[src/rtl/irq_route_pkg.sv]
// Package irq_route_pkg
// Holds the constants and the decoded-target type shared by the routing
// register window and its decoder. It assumes an 8-bit select index and
// 32-bit bus words.
package irq_route_pkg;
    localparam int SEL_W   = 8;
    localparam int WORD_W  = 32;
    localparam int ENT_W   = 2 * WORD_W;
    localparam logic [7:0] VERSION = 8'h11;
    localparam logic [SEL_W-1:0] TAB_BASE = 8'h10;
    localparam logic [ENT_W-1:0] ENT_RESET = 64'h0000_0000_0001_0000;

    typedef enum logic [2:0] {
        TGT_ID,
        TGT_VER,
        TGT_RSV,
        TGT_ENT,
        TGT_NONE
    } win_tgt_e;
endpackage

[src/rtl/irq_route_decode.sv]
// Module irq_route_decode
// Turns the select index into a window target. For a table index it also
// gives the entry number and the half. It assumes NUM_ENT entries at
// TAB_BASE, two indices each, with the even index holding the low half.
module irq_route_decode
    import irq_route_pkg::*;
#(
    parameter int NUM_ENT = 24,
    localparam int IDX_W = $clog2(NUM_ENT)
) (
    input  logic [SEL_W-1:0] sel,
    output win_tgt_e         tgt,
    output logic [IDX_W-1:0] ent_idx,
    output logic             ent_hi
);
    localparam logic [SEL_W-2:0] ENT_LIM = (SEL_W-1)'(NUM_ENT);

    logic [SEL_W-1:0] off;

    // Offset of the select value from the start of the table.
    assign off     = sel - TAB_BASE;
    assign ent_idx = off[IDX_W:1];
    assign ent_hi  = off[0];

    // Classify the select value into one window target.
    always_comb begin
        if (sel >= TAB_BASE) begin
            tgt = (off[SEL_W-1:1] < ENT_LIM) ? TGT_ENT : TGT_NONE;
        end else begin
            case (sel)
                8'd0:    tgt = TGT_ID;
                8'd1:    tgt = TGT_VER;
                8'd2:    tgt = TGT_RSV;
                default: tgt = TGT_NONE;
            endcase
        end
    end
endmodule

[src/rtl/irq_route_entry.sv]
// Module irq_route_entry
// One 64-bit routing entry, written one half at a time. It assumes that
// wr_lo and wr_hi are never high together. Reset leaves only the mask bit set.
module irq_route_entry
    import irq_route_pkg::*;
(
    input  logic              clk,
    input  logic              rst_n,
    input  logic              wr_lo,
    input  logic              wr_hi,
    input  logic [WORD_W-1:0] wdata,
    output logic [ENT_W-1:0]  entry
);
    // Hold the entry and replace one half per write.
    always_ff @(posedge clk) begin
        if (!rst_n) begin
            entry <= ENT_RESET;
        end else if (wr_lo) begin
            entry[WORD_W-1:0] <= wdata;
        end else if (wr_hi) begin
            entry[ENT_W-1:WORD_W] <= wdata;
        end
    end
endmodule

[src/rtl/irq_route_regs.sv]
// Module irq_route_regs
// Register window of the interrupt routing controller. A select register at
// offset 0x00 chooses what the window at offset 0x10 reaches: the ID, the
// version, a reserved word or one half of a routing entry. Reads are
// combinational. Writes act at the clock edge, and a table write raises
// table_upd for the next cycle. Reset is synchronous and active low.
module irq_route_regs
    import irq_route_pkg::*;
#(
    parameter int NUM_ENT = 24,
    localparam int IDX_W = $clog2(NUM_ENT)
) (
    input  logic                     clk,
    input  logic                     rst_n,
    input  logic [7:0]               bus_addr,
    input  logic                     bus_we,
    input  logic [WORD_W-1:0]        bus_wdata,
    output logic [WORD_W-1:0]        bus_rdata,
    output logic [NUM_ENT*ENT_W-1:0] route_table,
    output logic                     table_upd
);
    localparam logic [7:0] OFF_SEL = 8'h00;
    localparam logic [7:0] OFF_WIN = 8'h10;
    localparam logic [WORD_W-1:0] VER_WORD = {8'h00, 8'(NUM_ENT - 1), 8'h00, VERSION};

    logic [SEL_W-1:0] sel_q;
    logic [7:0]       id_q;
    logic             upd_q;
    win_tgt_e         tgt;
    logic [IDX_W-1:0] ent_idx;
    logic             ent_hi;
    logic             hit_sel;
    logic             hit_win;
    logic             wr_win;
    logic             wr_ent;
    logic [ENT_W-1:0] ent_q [NUM_ENT];
    logic [ENT_W-1:0] ent_rd;

    assign hit_sel = (bus_addr == OFF_SEL);
    assign hit_win = (bus_addr == OFF_WIN);
    assign wr_win  = bus_we && hit_win;
    assign wr_ent  = wr_win && (tgt == TGT_ENT);

    irq_route_decode #(.NUM_ENT(NUM_ENT)) u_dec (
        .sel     (sel_q),
        .tgt     (tgt),
        .ent_idx (ent_idx),
        .ent_hi  (ent_hi)
    );

    // Select register, loaded from the low byte of a write at offset 0x00.
    always_ff @(posedge clk) begin
        if (!rst_n) begin
            sel_q <= '0;
        end else if (bus_we && hit_sel) begin
            sel_q <= bus_wdata[SEL_W-1:0];
        end
    end

    // Controller ID, loaded from the top byte of a window write at index 0.
    always_ff @(posedge clk) begin
        if (!rst_n) begin
            id_q <= '0;
        end else if (wr_win && (tgt == TGT_ID)) begin
            id_q <= bus_wdata[31:24];
        end
    end

    // Re-scan strobe, high for the cycle after a table write.
    always_ff @(posedge clk) begin
        if (!rst_n) begin
            upd_q <= 1'b0;
        end else begin
            upd_q <= wr_ent;
        end
    end

    assign table_upd = upd_q;

    for (genvar i = 0; i < NUM_ENT; i++) begin : g_ent
        logic hit_i;
        assign hit_i = wr_ent && (ent_idx == IDX_W'(i));

        irq_route_entry u_ent (
            .clk   (clk),
            .rst_n (rst_n),
            .wr_lo (hit_i && !ent_hi),
            .wr_hi (hit_i && ent_hi),
            .wdata (bus_wdata),
            .entry (ent_q[i])
        );

        assign route_table[i*ENT_W +: ENT_W] = ent_q[i];
    end

    // Select the addressed entry for a window read.
    always_comb begin
        ent_rd = '0;
        for (int i = 0; i < NUM_ENT; i++) begin
            if (ent_idx == IDX_W'(i)) begin
                ent_rd = ent_q[i];
            end
        end
    end

    // Build the read word from the offset and the current select.
    always_comb begin
        bus_rdata = '0;
        if (hit_sel) begin
            bus_rdata = {{(WORD_W-SEL_W){1'b0}}, sel_q};
        end else if (hit_win) begin
            case (tgt)
                TGT_ID:  bus_rdata = {id_q, 24'h0};
                TGT_VER: bus_rdata = VER_WORD;
                TGT_ENT: bus_rdata = ent_hi ? ent_rd[ENT_W-1:WORD_W] : ent_rd[WORD_W-1:0];
                default: bus_rdata = '0;
            endcase
        end
    end
endmodule

[config.mk]
export PLATFORM = sky130hd
export DESIGN_NAME = irq_route_regs
export DESIGN_NICKNAME = d
export VERILOG_FILES = /design/src/rtl/irq_route_pkg.sv /design/src/rtl/irq_route_decode.sv /design/src/rtl/irq_route_entry.sv /design/src/rtl/irq_route_regs.sv
export SDC_FILE = /design/constraint.sdc
export NUM_CORES = 2
export LEC_CHECK = 0
export ABC_AREA = 1
export ABC_CLOCK_PERIOD_IN_PS = 2900
export BUFFER_PORTS_ARGS = -buffer_cell sky130_fd_sc_hd__clkbuf_2
export CAP_MARGIN = 25
export CORE_AREA = 2 2 627 629
export CTS_CLUSTER_DIAMETER = 100
export CTS_CLUSTER_SIZE = 40
export DETAILED_ROUTE_END_ITERATION = 12
export DIE_AREA = 0 0 629 631
export GPL_TIMING_DRIVEN = 0
export RECOVER_POWER = 25
export SETUP_SLACK_MARGIN = 0.4
export SYNTH_ARGS = -nofsm -noshare
export SYNTH_HDL_FRONTEND = slang
export SYNTH_SLANG_ARGS = --single-unit
[constraint.sdc]
create_clock -name clk -period 2.9 [get_ports clk]
set_clock_uncertainty 0.1 [all_clocks]
set_input_delay 0.435 -clock clk [delete_from_list [all_inputs] [get_ports clk]]
set_output_delay 0.435 -clock clk [all_outputs]
set_load 0.01 [all_outputs]
==> flow_summary.json <==
{
  "status": "finished with violations",
  "violations": "capacitance limit, slew limit, setup timing",
  "crit_type": "reg2out",
  "holdPathEnd": "table_upd$_SDFF_PN0_",
  "crit_fanout": 10,
  "hold_depth": 5,
  "first_iter_violations": 10700,
  "grt_pass1_vias": 71900,
  "whs_ns": 0.0431,
  "cts_tree": "done",
  "synth_top_family_by_area": "simple AND/OR/NAND/NOR gates",
  "switchingPower_w": 0.0125,
  "worstRegToRegCells": 19,
  "synth_mux_area_frac": 0,
  "synthFlopType": "dfxtp_1",
  "ios": 1612,
  "critPathMaxStageDelay_ns": 0.55,
  "core_sq_um": 391000,
  "postRouteAntennaNets": 0,
  "synthesis.instances": 8362,
  "maxCapViolCount": 1,
  "regArea_sq_um": 31100,
  "cp-start-kind": "flip-flop",
  "final_cells": 15700,
  "synthToLayoutAreaGrowth_pct": 37.3,
  "syn_area_sq_um": 66900,
  "drc": 0,
  "leakagePower_nw": 34.6,
  "initial_core_util": 0.171,
  "overflow": 0,
  "worst_slack_ns": -3.22,
  "numCtsBuffers": 98,
  "clk_pin_slew_ns": 0.11,
  "path_delay_family": "simple AND/OR/NAND/NOR gates",
  "drive_gt1_frac": 0.288,
  "r2r_setup_slack_ns": -1.35,
  "placed_cells": 15400,
  "synth_edf_count": 0,
  "insertion_delay_ns": 0.97,
  "utilization": 0.235,
  "multi_input_area_sq_um": 32700,
  "cp.buffers_inverters": 5,
  "fin_crit_sh": 2.11,
  "synth_xor_xnor_area_share": 0.000131,
  "worst_setup_path_end_kind": "output pin",
  "finalCriticalPeriod_ns": 6.12,
  "cp_cell_sequence": "nor2_1 > buf_6 > nand3_4 > buf_4 > buf_12 > buf_8 > o21ai_4 > nand4_1 > nor2_2 > nand4_1 > nor2_2 > nand4_1 > nand2_1 > nand3_1 > nand2_2 > nand3_4 > nand2_2 > nand4_1 > nand3_2 > a21oi_4 > buf_2",
  "tightest_slew_ns": 1.73,
  "syn_avg_cell_area_sq_um": 8.00,
  "synth_compound_area_frac": 0.219,
  "relSlewSlack": -0.154,
  "clkPwrFrac": 0.427,
  "routedWlPerCell_um": 48.7,
  "cp_data_arrival_time_ns": 5.58,
  "netlist.area_leader.share": 0.465,
  "p_comb_frac": 0.062,
  "seq_power_share": 0.511,
  "vias": 79700,
  "ys_types": 36,
  "synth_area_leader_cell": "dfxtp_1",
  "place.gp.congestion": 1.07,
  "finalHoldViolCount": 0,
  "fin_nets": 10400,
  "hpwl_um": 664000,
  "antenna_found_initial": 64,
  "fmax_mhz": 164,
  "worstReg2RegStart": "sel_q[5]$_SDFFE_PN0P_",
  "drt_wl_total_um": 764000,
  "synthArstFlopShare": 0,
  "row_count": 230,
  "port_buffers": 1610,
  "n_fill_cell": 43900,
  "grt_usage": 0.368,
  "swShare": 0.301,
  "worstPathRequired_ns": 2.37,
  "timing.rr.end": "g_ent[10].u_ent.entry[7]$_SDFFE_PN0P_",
  "drt-pass1-iter-count": 6,
  "synth_nets": 8407,
  "cellInternalPower_w": 0.0292,
  "synth_simple_gate_area_share": 0.242,
  "critical_path.startpoint": "sel_q[3]$_SDFFE_PN0P_",
  "cp_common_cell": "nand4_1",
  "vias_per_cell": 5.08,
  "finalMaxSlewViolations": 11,
  "yosys_warnings": 0,
  "power.density_nw_per_um2": 454,
  "fp.dieArea_sq_um": 397000,
  "irDropWorstVdd_uv": 460,
  "rsz0062_at_grt": "true",
  "htree_levels": 3,
  "fin_tns_setup_ns": -1543.63,
  "numClockSinks": 1553,
  "total_power_w": 0.0417,
  "worstHoldStart": "bus_addr[4]",
  "grt_pass1_wl_um": 925000,
  "ys_ff_latch": 1553,
  "grt_max_degree": 37,
  "max-clock-path-buffers": 4,
  "synth_area_leaders": "dfxtp_1 46%, a211oi_1 13%, nor2_1 9.7%",
  "cts-root-buf": "clkbuf_16",
  "yosysSeqAreaShare": 0.465,
  "die_w_um": 629,
  "setup_viol": 1576,
  "slowest_stage": "nand4_1",
  "hold_class": "in2reg",
  "die_y_um": 631,
  "synth_adder_area_share": 0.000374
}
[power groups by stage]
stage,clock network [W],registers (W),logic (W)
6_report,0.0178,0.0213,0.00258
5_1_grt,0.0183,0.0213,0.00248
4_1_cts,0.0177,0.0213,0.00243
3_5_place_dp,0,0.0218,0.00237
3_3_place_gp,0,0.0218,0.00205
2_1_floorplan,0,0.0218,0.000666
[logic make-up (layout without fill, tap and decap cells)]
group,Yosys count,in the layout
and+or+nand+nor,3806,3807
AOI/OAI and AO/OA,1878,1878
DFF,1553,1553
buffers and inverters,1122,3213
adders and majority gates,2,2
xor gates and xnor gates,1,1
other,0,16
[metal layers]
metal	global-route usage	routed length [um]	vias up
li1	-	-	32700
met1	0.363	244000	39600
met2	0.579	332000	5809
met3	0.167	97500	1566
met4	0.338	90800	22
met5	0	137	-
[tightest hold or removal path, delay by kind of cell]
kind | cells | cell delay (ns)
buffers and inverters | 3 | 0.44
and+or+nand+nor | 2 | 0.18
[sequential cells by signal (all words and copies together) (netlist names)]
register / flops
id_q: 8
g_ent.u_ent.entry: 1536
sel_q: 8
table_upd: 1
[area by class of cell]
cell class | instances | area share
Antenna cell | 16 | 0.000436
Sequential cell | 1553 | 0.338
Clock buffer | 101 | 0.0268
Buffer | 805 | 0.0517
Timing Repair Buffer | 1914 | 0.130
Tap cell | 5220 | 0.0711
Inverter | 317 | 0.0131
Multi-Input combinational cell | 5688 | 0.356
Clock inverter | 76 | 0.0125
[cells in the final DEF, fill, tap and decap left out, drive strengths merged, types with 16 or more instances in the layout]
master / synthesis / final
a21oi: 230 / 230
clkinv: 2 / 35
dfxtp: 1553 / 1553
o211ai: 25 / 25
or2: 153 / 153
clkbuf: 514 / 2205
buf: 291 / 583
a211oi: 1470 / 1470
nor3: 57 / 57
nand2: 1407 / 1407
nand4: 277 / 277
diode: 0 / 16
nand3: 164 / 164
inv: 315 / 349
nor2: 1737 / 1738
o21ai: 153 / 153
dlygate4sd3: 0 / 30
[stage by stage]
stage	setup WS, ns	cell area, sq um
after floorplan	-0.0359	67600
after detailed placement	-3.96	85100
after global routing	-3.19	91900
after CTS	-3.02	91200
final	-3.22	91900
after global placement	-3.99	82100
[worst max-delay path by stage]
| stage | endpoint | slack [ns] | depth (start not counted) |
|---|---|---|---|
| 2_1_floorplan | bus_rdata[22] | -0.04 | 18 |
| 3_3_place_gp | bus_rdata[20] | -3.99 | 20 |
| 3_5_place_dp | bus_rdata[20] | -3.96 | 20 |
| 4_1_cts | bus_rdata[7] | -3.02 | 24 |
| 5_1_grt | bus_rdata[23] | -3.19 | 22 |
| 6_report | bus_rdata[20] | -3.22 | 21 |
[timing repair]
item | in CTS | in global routing
hold endpoints to repair | 75 | 0
endpoints found under the setup margin | 1576 | 1576
cloned | 5 | 1
hold buffers | 30 | 0
pin swaps | 189 | 241
buffers inserted | 48 | 35
gates resized for setup | 485 | 240
[cells in the mapped netlist (37+ instances only)]
| cell type | count |
|---|---|
| a211oi_2 | 308 |
| buf_2 | 162 |
| nor2_1 | 1732 |
| a211oi_1 | 1162 |
| o21ai_0 | 116 |
| inv_1 | 290 |
| dfxtp_1 | 1553 |
| a21oi_1 | 230 |
| nand3_1 | 163 |
| clkbuf_1 | 514 |
| or2_2 | 145 |
| nor3_4 | 42 |
| buf_4 | 95 |
| nand2_1 | 1406 |
| o21ai_1 | 37 |
| nand4_1 | 277 |
(Power assumes the default switching activity.)
